`src/rtl/hbfs_pkg.sv`:
```
package hbfs_pkg;

  typedef struct packed {
    logic awake;
    logic over_temp;
    logic under_volt;
  } hbfs_status_t;

  // Next qualification count: saturates at limit, restarts when the flag drops
  function automatic logic [31:0] deglitch_step(input logic flag,
                                                input logic [31:0] cnt,
                                                input logic [31:0] limit);
    if (!flag)             return 32'd0;
    else if (cnt == limit) return cnt;
    else                   return cnt + 32'd1;
  endfunction

  // A fault qualifies once the flag is still high with the count at its limit
  function automatic logic deglitch_trip(input logic flag,
                                         input logic [31:0] cnt,
                                         input logic [31:0] limit);
    return flag && (cnt == limit);
  endfunction

  // Wake countdown: reloads while asleep, counts down to zero once awake
  function automatic logic [31:0] wake_step(input logic awake,
                                            input logic [31:0] cnt,
                                            input logic [31:0] load);
    if (!awake)         return load;
    else if (cnt != 0)  return cnt - 32'd1;
    else                return 32'd0;
  endfunction

  // Global permission shared by all channels
  function automatic logic gate_allow(input hbfs_status_t st, input logic waking);
    return st.awake && !waking && !st.over_temp && !st.under_volt;
  endfunction

endpackage

```
`src/rtl/hbfs_sync.sv`:
```
module hbfs_sync #(
  parameter int                WIDTH   = 1,
  parameter logic [WIDTH-1:0]  RST_VAL = '0
) (
  input  logic             clk,
  input  logic             rst_n,
  input  logic [WIDTH-1:0] d,
  output logic [WIDTH-1:0] q
);

  logic [WIDTH-1:0] meta_q;

  always_ff @(posedge clk or negedge rst_n) begin
    if (!rst_n) begin
      meta_q <= RST_VAL;
      q      <= RST_VAL;
    end else begin
      meta_q <= d;
      q      <= meta_q;
    end
  end

endmodule

```
`src/rtl/hbfs_wake_timer.sv`:
```
module hbfs_wake_timer
  import hbfs_pkg::*;
#(
  parameter int WAKE_CYC = 64
) (
  input  logic clk,
  input  logic rst_n,
  input  logic awake,
  output logic waking
);

  localparam int CW = $clog2(WAKE_CYC + 1);

  logic [CW-1:0] cnt_q;

  always_ff @(posedge clk or negedge rst_n) begin
    if (!rst_n) cnt_q <= '0;
    else        cnt_q <= CW'(wake_step(awake, 32'(cnt_q), 32'(WAKE_CYC)));
  end

  assign waking = (cnt_q != '0);

endmodule

```
`src/rtl/hbfs_oc_chan.sv`:
```
module hbfs_oc_chan
  import hbfs_pkg::*;
#(
  parameter int DEGLITCH_CYC = 16
) (
  input  logic clk,
  input  logic rst_n,
  input  logic run,      // clock domain running (not asleep)
  input  logic clr,      // supply dip wipes state
  input  logic oc_flag,  // synchronized raw flag
  output logic trip,     // qualification event this cycle
  output logic latched
);

  localparam int CW = $clog2(DEGLITCH_CYC + 1);

  logic [CW-1:0] cnt_q;

  assign trip = run && !clr && deglitch_trip(oc_flag, 32'(cnt_q), 32'(DEGLITCH_CYC));

  always_ff @(posedge clk or negedge rst_n) begin
    if (!rst_n) begin
      cnt_q   <= '0;
      latched <= 1'b0;
    end else if (clr) begin
      cnt_q   <= '0;
      latched <= 1'b0;
    end else if (run) begin
      cnt_q <= CW'(deglitch_step(oc_flag, 32'(cnt_q), 32'(DEGLITCH_CYC)));
      if (trip) latched <= 1'b1;
    end
  end

endmodule

```
`src/rtl/hb_fault_supervisor.sv`:
```
module hb_fault_supervisor
  import hbfs_pkg::*;
#(
  parameter int NUM_CH       = 4,
  parameter int DEGLITCH_CYC = 16,
  parameter int WAKE_CYC     = 64
) (
  input  logic              clk,
  input  logic              reset_req_n,
  input  logic              sleep_req_n,
  input  logic [NUM_CH-1:0] ch_en_req,
  input  logic [NUM_CH-1:0] ch_oc_raw,
  input  logic              over_temp,
  input  logic              under_volt,
  output logic [NUM_CH-1:0] gate_en,
  output logic              pump_run,
  output logic              clk_run,
  output logic              ready,
  output logic              fault_n
);

  // Reset request: asserts at once, releases through two flops
  logic [1:0] rst_pipe;
  logic       rst_n_int;

  always_ff @(posedge clk or negedge reset_req_n) begin
    if (!reset_req_n) rst_pipe <= 2'b00;
    else              rst_pipe <= {rst_pipe[0], 1'b1};
  end
  assign rst_n_int = rst_pipe[1];

  // Synchronized inputs
  logic [NUM_CH-1:0] en_s;
  logic [NUM_CH-1:0] oc_s;
  hbfs_status_t      st_raw;
  hbfs_status_t      st_s;

  assign st_raw = '{awake: sleep_req_n, over_temp: over_temp, under_volt: under_volt};

  hbfs_sync #(.WIDTH(NUM_CH), .RST_VAL('0)) u_sync_en (
    .clk(clk), .rst_n(rst_n_int), .d(ch_en_req), .q(en_s));

  hbfs_sync #(.WIDTH(NUM_CH), .RST_VAL('0)) u_sync_oc (
    .clk(clk), .rst_n(rst_n_int), .d(ch_oc_raw), .q(oc_s));

  hbfs_sync #(.WIDTH(3), .RST_VAL(3'b100)) u_sync_st (
    .clk(clk), .rst_n(rst_n_int), .d(st_raw), .q(st_s));

  // Named internal events
  logic              sleep_s;
  logic              ot_s;
  logic              uv_s;
  logic              waking;
  logic              awake_ok;
  logic [NUM_CH-1:0] trip_vec;
  logic [NUM_CH-1:0] oc_latch;
  logic              fault_cond;
  logic [NUM_CH-1:0] gate_next;

  assign sleep_s = st_s.awake;
  assign ot_s    = st_s.over_temp;
  assign uv_s    = st_s.under_volt;

  hbfs_wake_timer #(.WAKE_CYC(WAKE_CYC)) u_wake (
    .clk(clk), .rst_n(rst_n_int), .awake(sleep_s), .waking(waking));

  for (genvar ch = 0; ch < NUM_CH; ch++) begin : g_chan
    hbfs_oc_chan #(.DEGLITCH_CYC(DEGLITCH_CYC)) u_oc (
      .clk     (clk),
      .rst_n   (rst_n_int),
      .run     (sleep_s),
      .clr     (uv_s),
      .oc_flag (oc_s[ch]),
      .trip    (trip_vec[ch]),
      .latched (oc_latch[ch])
    );
  end

  assign awake_ok   = sleep_s && !waking;
  assign fault_cond = (|oc_latch) || ot_s || uv_s;
  assign gate_next  = en_s & ~oc_latch & {NUM_CH{gate_allow(st_s, waking)}};

  // Registered outputs
  always_ff @(posedge clk or negedge rst_n_int) begin
    if (!rst_n_int) begin
      gate_en  <= '0;
      pump_run <= 1'b0;
      clk_run  <= 1'b0;
      ready    <= 1'b0;
      fault_n  <= 1'b1;
    end else begin
      gate_en  <= gate_next;
      pump_run <= sleep_s;
      clk_run  <= sleep_s;
      ready    <= awake_ok;
      fault_n  <= !fault_cond;
    end
  end

endmodule

```
`config.mk`:
```
export PLATFORM = sky130hd
export DESIGN_NAME = hb_fault_supervisor
export DESIGN_NICKNAME = d
export VERILOG_FILES = /design/src/rtl/hbfs_pkg.sv /design/src/rtl/hbfs_sync.sv /design/src/rtl/hbfs_wake_timer.sv /design/src/rtl/hbfs_oc_chan.sv /design/src/rtl/hb_fault_supervisor.sv
export SDC_FILE = /design/constraint.sdc
export NUM_CORES = 1
export LEC_CHECK = 0
export ABC_CLOCK_PERIOD_IN_PS = 3310
export BUFFER_PORTS_ARGS = -buffer_cell sky130_fd_sc_hd__buf_2
export CAP_MARGIN = 5
export CORE_MARGIN = 4
export CORE_UTILIZATION = 63
export CTS_CLUSTER_SIZE = 10
export DETAILED_ROUTE_END_ITERATION = 6
export GPL_TIMING_DRIVEN = 0
export PLACE_DENSITY = 0.89
export SLEW_MARGIN = 40
export SYNTH_ARGS = -nofsm -noshare
export SYNTH_HDL_FRONTEND = slang
export SYNTH_SLANG_ARGS = --single-unit
```
`constraint.sdc`:
```
create_clock -name clk -period 3.31 [get_ports clk]
set_input_delay 0.4965 -clock clk [delete_from_list [all_inputs] [get_ports clk]]
set_output_delay 0.4965 -clock clk [all_outputs]
set_load 0.1 [all_outputs]
```
## Word-level counts from Yosys, hierarchy flattened

Index checks and enable logic that the tools add are counted.

| word-level totals | value |
|---|---|
| bits of input ports | 13 |
| register bits | 62 |
| logic and storage cells | 99 |

| cells by class | value |
|---|---|
| reductions and logical operators | 33 |
| bitwise logic cells | 3 |
| equal/unequal tests | 8 |
| muxes and demuxes | 30 |
| $add $sub $neg | 5 |

Operators with widths:

| operator | number |
|---|---|
| $mux 5 | 16 |
| $add 5x1->5 const B | 4 |
| $eq 5x5->1 const B | 4 |
| $reduce_and 2->1 | 8 |
| $mux 7 | 2 |
| $logic_and 1x1->1 | 12 |
| $mux 1 | 12 |
| $ne 3x3->1 const B | 4 |
| $reduce_bool 2->1 | 5 |
| $and 4x4->4 | 2 |
| $reduce_bool 7->1 | 1 |
| $sub 7x1->7 const B | 1 |
| $logic_not 1->1 | 4 |
| $not 4->4 | 1 |
| $reduce_or 4->1 | 1 |
| $logic_or 1x1->1 | 2 |

## Depth between registers and ports, before layout

Gate-level depths: netlist (run 1).

| logic depth | value |
|---|---|
| word-level depth | 6 |
| mapped depth | 5 |

## Modules after synthesis

A second synthesis (run 1) with hierarchy kept.

| unflattened totals | value |
|---|---|
| cell total of the unflattened synthesis | 235 |
| area total of the unflattened synthesis | 2721.4 µm² |

Modules (own cells, without submodules):

| module | instances | cells each | area an instance (µm²) |
|---|---|---|---|
| hbfs_oc_chan | 4 | 40 | 374.1 |
| hbfs_sync at u_sync_en ... | 2 | 8 | 200.2 |
| hbfs_wake_timer | 1 | 33 | 347.8 |
| hb_fault_supervisor | 1 | 20 | 324.1 |
| hbfs_sync at u_sync_st | 1 | 6 | 152.6 |

## Least setup slack after synthesis (run 1)

OpenSTA, ideal clock, no wires.

| timing | value |
|---|---|
| path type | register to output |
| start point | reg pump_run |
| end point | out pump_run |
| data arrival time | 1324 ps |
| required time | 2813 ps |
| slack | 1490 ps |
| buffers on the path | 1 |
| cell stages (with the launch flop) | 2 |
| cells stage by stage | dfrtp_1 -> buf_4 |

RTL lines:

| item | RTL line | text |
|---|---|---|
| from (decl) | hb_fault_supervisor.sv:16 | `output logic pump_run,` |
| from (signal assigned) | hb_fault_supervisor.sv:93 | `pump_run <= sleep_s;` |

No word-level cell between the ends.

## Worst setup path after layout (run 1)

| timing | value |
|---|---|
| start point | reg u_sync_st.q[2] |
| end point | reg g_chan[1].u_oc.cnt_q[1] |

| between the ends | value |
|---|---|
| word-level cells in the longest chain between the ends | 2 |

RTL lines:

| item | RTL line | text |
|---|---|---|
| from (decl) | hbfs_sync.sv:8 | `output logic [WIDTH-1:0] q` |
| from (signal assigned) | hbfs_sync.sv:19 | `q <= meta_q;` |
| $reduce_bool 2->1 (no line) | -- |  |
| $reduce_and 2->1 (no line) | -- |  |
| to (signal assigned) | hbfs_oc_chan.sv:29 | `cnt_q <= CW'(deglitch_step(oc_flag, 32'(cnt_q), 32'(DEGLITCH_CYC)));` |
| to (decl) | hbfs_oc_chan.sv:17 | `logic [CW-1:0] cnt_q;` |

No other way between the ends.
A chain may end at the register's enable or synchronous reset.

==> impl_metrics.csv, run 1 <==
group,metric,value,unit
status,outcome,"finished, final reports clean",
power,leakage,0.00144,uW
global_routing,grt_pass1_wl,9080,um
routing,viasPerCell,5.88,
floorplan,die_y,73.1,um
placement,hpwl,3450,um
cts,cts_tree,"done",
power,power_density,587,nW/um^2
cts,root_buffer,"clkbuf_8",
power,totalPowerFinal,1800,uW
cts,path_clk_slew,0.07,ns
yosys,synthCells,232,
finish,synthToLayoutAreaGrowth,14.7,%
global_routing,grt-ovfl-total,0,
finish,layout_commonest_cell,"dfrtp_1",
yosys,yosysSeqAreaShare,0.582,
power,pwr-share-comb,0.148,
global_routing,groute.usage.overall,0.232,
yosys,synth_cell_types,37,
critical_path,critPathKind,"reg -> reg",
critical_path,critPathArrivalTime,2.22,ns
sta,setup_ws,1.34,ns
finish,final_nets,288,
critical_path,required,3.56,ns
sta,hold_viol,0,
sta,final_max_slew_viol_count,0,
cts,numCtsBuffers,9,
sta,period_needed,1.97,ns
power,clkPwrFrac,0.367,
global_routing,antenna_found_initial,0,
sta,worstMarginPinSlew,0.591,ns
yosys,synth_fp_nets,255,
yosys,syn_area_per_cell,11.5,um^2
routing,drt_iter0_markers,135,
routing,drt_pre_antenna_iters,4,
finish,drive_above_1_share,0.181,
critical_path,cp_slowest_cell,"dfstp_2",
yosys,yosys.area.top_type_share,0.553,
cts,cts_max_path_buffers,2,
yosys,synth_area_leaders,"dfrtp_1, ha_1, mux2i_1",
critical_path,critical_path_buf_inv_count,3,
yosys,synth_edf_count,0,
sta,slew_headroom,0.600,
sta,post-route-period-util,0.596,
global_routing,grt_max_degree,42,
power,internal-power,1310,uW
routing,wl_per_cell,16.9,um
critical_path,cp_max_fo,10,
floorplan,dieWidth,73.1,um
critical_path,startpoint_type,"flip-flop",
yosys,yosysTopAreaCell,"dfrtp_1",
critical_path,critPathMaxStageDelay,0.53,ns
worst_hold_path,hold_path.class,"reg -> async",
critical_path,regToRegEndpoint,"g_chan[1].u_oc.cnt_q[1]",
cts,clkSinkCount,62,
cts,cts_resized,0,
critical_path,cp_common_cell,"clkbuf_1",
sta,finalSetupViolations,0,
floorplan,start_util,0.658,
global_routing,grt_pass1_vias,1949,
sta,worst_clock_skew,0.00691,ns
finish,final_cell_area,3060,um^2
cts,htree_num_levels,3,
power,swShare,0.269,
routing,num_vias,1883,
cts,clock_latency,0.33,ns
sta,grt_setup_unrepaired,"no",
power,power.net_switching,484,uW
sta,fin_setup_tns,0,ns
floorplan,coreArea,4060,um^2
placement,portBuffers,20,
power,p_seq_frac,0.485,
run,maxCapViolCount,0,
yosys,synth_area,2670,um^2
power,ir_drop,0.489,mV
placement,dpl_cell_area,2860,um^2
placement,dpl_worst_slack,1.36,ns
routing,drcViolationCount,0,
placement,gp_congestion,0.857,
yosys,synth_ff_type,"dfrtp_1",
sta,fmax,0.507,GHz
yosys,ys_ff_latch,62,
critical_path,r2r_cells,5,
critical_path,r2r_slack,1.34,ns
critical_path,regToRegStartpoint,"u_sync_st.q[2]",
critical_path,path_cells,"clkbuf_1, inv_1, clkbuf_1, a21oi_1, mux2i_1",
critical_path,critPathCaptureType,"flip-flop",
critical_path,cpLargestDelayFamily,"buffers and inverters",
routing,antenna_left,0,
floorplan,rows,23,
sta,hold_ws,0.200,ns
yosys,async_flop_share,1.00,
yosys,ys_warn_count,0,
floorplan,io_pins,21,
routing,wirelength,5410,um
finish,final_cell_mix,"dfrtp_1, buf_2, nand3_1, nand2_1, inv_1",
floorplan,dieArea,5340,um^2
finish,n_antenna_cell,0,
-- power by group through the flow --
stage / Combinational [uW] / Clock (uW) / Sequential, uW
6_report: 266 / 660 / 872
5_1_grt: 294 / 709 / 878
2_1_floorplan: 174 / 0 / 897
3_3_place_gp: 232 / 0 / 886
3_5_place_dp: 256 / 0 / 882
4_1_cts: 266 / 672 / 871
-- metal layers --
layer,wire (um),track usage,share of wire
met1,2200,0.275,0.41
met3,296,0.0647,0.055
met2,2810,0.397,0.52
met4,98,0.0963,0.018
met5,0,0,0
-- registers in the layout, indices dropped and copies added, names as in the netlist --
signal and count:
gate_en 4, u_sync_oc.meta_q 4, rst_pipe 2, u_sync_en.q 4, u_sync_st.meta_q 3, u_wake.cnt_q 7, pump_run 1, u_sync_en.meta_q 4
u_sync_oc.q 4, ready 1, g_chan.u_oc.latched 4, fault_n 1, u_sync_st.q 3, g_chan.u_oc.cnt_q 20
-- worst reg2reg max path, cell delays in order, from the launching register on --
cell and delay (ns):
dfstp_2 0.53, clkbuf_1 0.35, inv_1 0.14, clkbuf_1 0.26
a21oi_1 0.37, mux2i_1 0.25
-- cells in the mapped netlist, types with 2 or more instances --
library cell and n:
a2111o_1 2, a211o_1 2, a21oi_1 9, a31oi_1 4, a32o_1 3, and3_1 2
clkbuf_1 8, dfrtp_1 59, dfstp_2 3, ha_1 10, inv_1 15, mux2_2 4
mux2i_1 12, nand2_1 17, nand2b_1 3, nand3_1 17, nor2_1 13, nor2b_1 11
nor3_1 5, nor3b_2 3, nor4bb_1 6, o21ai_0 5, o32ai_1 2, or4_4 2
xnor2_1 3
-- final cells by class --
class                      instances  area, um^2
fill                             236         995
clock buffer                      15         166
timing repair buffer              22         130
buffer                             9        37.5
multi-input combinational        146        1020
clock inverter                     1        30.0
tap                               50        62.6
inverter                          15        56.3
sequential                        62        1560
-- metrics by stage --
stage	util	cells
5_1_grt	0.755	320
3_5_place_dp	0.704	303
4_1_cts	0.755	320
3_3_place_gp	0.698	302
6_report	0.755	320
2_1_floorplan	-	232
-- cells by family (layout without fill, tap and decap cells) --
| family | Yosys count | count (layout) | synth area share |
|---|---|---|---|
| AOI/OAI and AO/OA | 31 | 31 | 0.0797 |
| xor gates and xnor gates | 3 | 3 | 0.00984 |
| adders and majority gates | 10 | 10 | 0.0469 |
| buffers and inverters | 24 | 62 | 0.0351 |
| DFF | 62 | 62 | 0.582 |
| muxes | 16 | 16 | 0.0619 |
| other | 1 | 1 | 0.00140 |
| and+or+nand+nor | 85 | 85 | 0.183 |
-- timing repair --
action,4_1_cts,5_1_grt
hold buffers,1,0
hold endpoints to repair,2,0
setup buffers,0,0
-- worst max-delay path by stage --
stage	startpoint	endpoint	cells after the start
floorplan	rst_pipe[1]	g_chan[0].u_oc.cnt_q[0]	0
global placement	rst_pipe[1]	g_chan[3].u_oc.cnt_q[1]	0
detailed placement	u_sync_st.q[2]	g_chan[1].u_oc.cnt_q[1]	5
CTS	u_sync_st.q[2]	g_chan[1].u_oc.cnt_q[1]	5
global route	u_sync_st.q[2]	g_chan[1].u_oc.cnt_q[0]	5
finish	u_sync_st.q[2]	g_chan[1].u_oc.cnt_q[1]	5
No activity file was read; power rests on OpenSTA's default activity.
==> inputs of run 2 (changes only) <==
--- a/config.mk
+++ b/config.mk
@@ -5,15 +5,15 @@
 export SDC_FILE = /design/constraint.sdc
 export NUM_CORES = 1
 export LEC_CHECK = 0
-export ABC_CLOCK_PERIOD_IN_PS = 3310
+export ABC_CLOCK_PERIOD_IN_PS = 1860
 export BUFFER_PORTS_ARGS = -buffer_cell sky130_fd_sc_hd__buf_2
 export CAP_MARGIN = 5
 export CORE_MARGIN = 4
-export CORE_UTILIZATION = 63
+export CORE_UTILIZATION = 59
 export CTS_CLUSTER_SIZE = 10
 export DETAILED_ROUTE_END_ITERATION = 6
 export GPL_TIMING_DRIVEN = 0
-export PLACE_DENSITY = 0.89
+export PLACE_DENSITY = 0.85
 export SLEW_MARGIN = 40
 export SYNTH_ARGS = -nofsm -noshare
 export SYNTH_HDL_FRONTEND = slang
==> constraint.sdc (replaced) <==
create_clock -name clk -period 1.86 [get_ports clk]
set_input_delay 0.279 -clock clk [delete_from_list [all_inputs] [get_ports clk]]
set_output_delay 0.279 -clock clk [all_outputs]
set_load 0.1 [all_outputs]
==> run 2 against run 1 <==
Compared with the run above:
- critical path depth is 2 lower
- cell area is 1.2% higher
- clock skew hardly changed
- global-route usage is 2.6 points lower
- combinational power is 120% higher
- clock-buffer cell count is 3 lower
- setup slack worse by 1.3 ns
- register-to-register slack worse by 1.3 ns
- fmax is 7.8% higher
==> impl_metrics.csv, run 2 (synthesis gave the netlist of run 1 again) <==
group,metric,value,unit
global_routing,grt_pass1_wl,8630,um
power,pwr-share-comb,0.184,
finish,top_regs,"g_chan.u_oc.cnt_q x20, u_wake.cnt_q x7",
sta,hold_viol,0,
sta,post-route-period-util,0.983,
finish,drive_above_1_share,0.228,
placement,hpwl,3470,um
power,swShare,0.282,
global_routing,grt-ovfl-total,0,
power,power_density,1010,nW/um^2
sta,worst_clock_skew,0.00667,ns
sta,slew_headroom,0.612,
power,internal-power,2240,uW
sta,finalSetupViolations,0,
routing,drt_iter0_markers,110,
sta,worstMarginPinSlew,0.574,ns
finish,final_util,0.712,
routing,num_vias,1868,
floorplan,coreArea,4350,um^2
finish,regMostFlops,"g_chan.u_oc.cnt_q",
floorplan,die_y,75.3,um
floorplan,io_pins,21,
global_routing,antenna_found_initial,0,
cts,root_buffer,"clkbuf_8",
floorplan,dieWidth,75.3,um
cts,path_clk_slew,0.06,ns
sta,setup_ws,0.0313,ns
finish,final_nets,294,
finish,fill_cells,275,
critical_path,critPathKind,"reg -> reg",
sta,fin_setup_tns,0,ns
power,leakage,0.00146,uW
routing,drt_pre_antenna_iters,4,
global_routing,groute.usage.overall,0.207,
finish,largest_register_ffs,20,
cts,clkSinkCount,62,
power,clkPwrFrac,0.319,
status,outcome,"finished, final reports clean",
power,ir_drop,0.969,mV
run,maxCapViolCount,0,
global_routing,grt_max_degree,32,
cts,cts_tree,"done",
power,p_seq_frac,0.496,
placement,portBuffers,20,
floorplan,rows,24,
global_routing,grt_pass1_vias,1910,
sta,fmax,0.547,GHz
critical_path,required,2.10,ns
cts,cts_max_path_buffers,2,
finish,final_cell_area,3100,um^2
placement,dpl_cell_area,2860,um^2
worst_hold_path,hold_path.class,"in -> reg",
sta,period_needed,1.83,ns
power,totalPowerFinal,3120,uW
placement,gp_congestion,0.805,
finish,synthToLayoutAreaGrowth,16.1,%
placement,dpl_worst_slack,-0.110,ns
finish,final_cell_mix,"dfrtp_1, buf_2, nand3_1, nand2_1, inv_1",
routing,wl_per_cell,15.6,um
routing,drcViolationCount,0,
critical_path,critPathCaptureType,"flip-flop",
cts,htree_num_levels,3,
finish,layout_commonest_cell,"dfrtp_1",
power,power.net_switching,881,uW
critical_path,startpoint_type,"flip-flop",
critical_path,critPathArrivalTime,2.07,ns
routing,viasPerCell,5.70,
routing,wirelength,5110,um
routing,antenna_left,0,
critical_path,cp_max_fo,3,
finish,n_antenna_cell,0,
floorplan,dieArea,5670,um^2
cts,numCtsBuffers,9,
cts,clock_latency,0.33,ns
floorplan,start_util,0.613,
sta,final_max_slew_viol_count,0,
-- run 2: changes by cell type in the layout (fill, tap and decap cells not counted), sizes merged --
cell / before / now
clkinv: 0 / 3
clkbuf: 23 / 19
clkinvlp: 0 / 1
bufinv: 1 / 0
buf: 22 / 29
-- run 2: stage by stage --
stage | hold WS (ns) | std cells
after floorplan | -0.0166 | 232
after global placement | 0.0637 | 304
after detailed placement | 0.0692 | 305
after CTS | 0.0374 | 322
after global routing | 0.0297 | 328
final | 0.0492 | 328
-- run 2: timing repair --
action,CTS,global route
buffers inserted,1,6
pin swaps,1,3
endpoints found under the hold margin,2,0
resized for setup,1,5
hold buffers,1,0
setup endpoints to repair,13,5
-- run 2: final timing paths --
kind	from	end	slack [ns]	cells after the start
min in group asynchronous	rst_pipe[1]	g_chan[0].u_oc.cnt_q[0]	0.27	0
max	u_wake.cnt_q[5]	gate_en[1]	0.03	3
min	sleep_req_n	u_sync_st.meta_q[2]	0.05	1
max in group asynchronous	rst_pipe[1]	u_sync_st.meta_q[2]	1.04	1
min reg2reg	rst_pipe[1]	g_chan[0].u_oc.cnt_q[0]	0.27	0
max reg2reg	u_wake.cnt_q[5]	gate_en[1]	0.03	3
-- run 2: power groups by stage --
stage          Clock (uW)  Combinational (uW)  Sequential (uW)
6_report              998                 576             1550
5_1_grt              1080                 640             1560
4_1_cts              1020                 469             1550
3_5_place_dp            0                 449             1580
3_3_place_gp            0                 413             1580
2_1_floorplan           0                 309             1600
-- run 2: final cells by class --
cell class / count / area (um^2) / share of cell area
Clock buffer: 12 / 145 / 0.0468
Tap cell: 52 / 65.1 / 0.0210
Inverter: 15 / 56.3 / 0.0182
Clock inverter: 4 / 22.5 / 0.00726
Multi-Input combinational cell: 146 / 1030 / 0.333
Sequential cell: 62 / 1560 / 0.503
Buffer: 8 / 35.0 / 0.0113
Timing Repair Buffer: 29 / 183 / 0.0589
-- run 2: metal layers --
layer | global-route usage | wire, um
met1 | 0.263 | 2210
met2 | 0.344 | 2610
met3 | 0.0414 | 223
met4 | 0.0932 | 69
met5 | 0 | 0
-- run 2: critical path, cell delays in order (launching register included) --
cell and delay [ns]:
dfrtp_1 0.40, or4_4 0.56, or4_4 0.57, nor3b_2 0.21
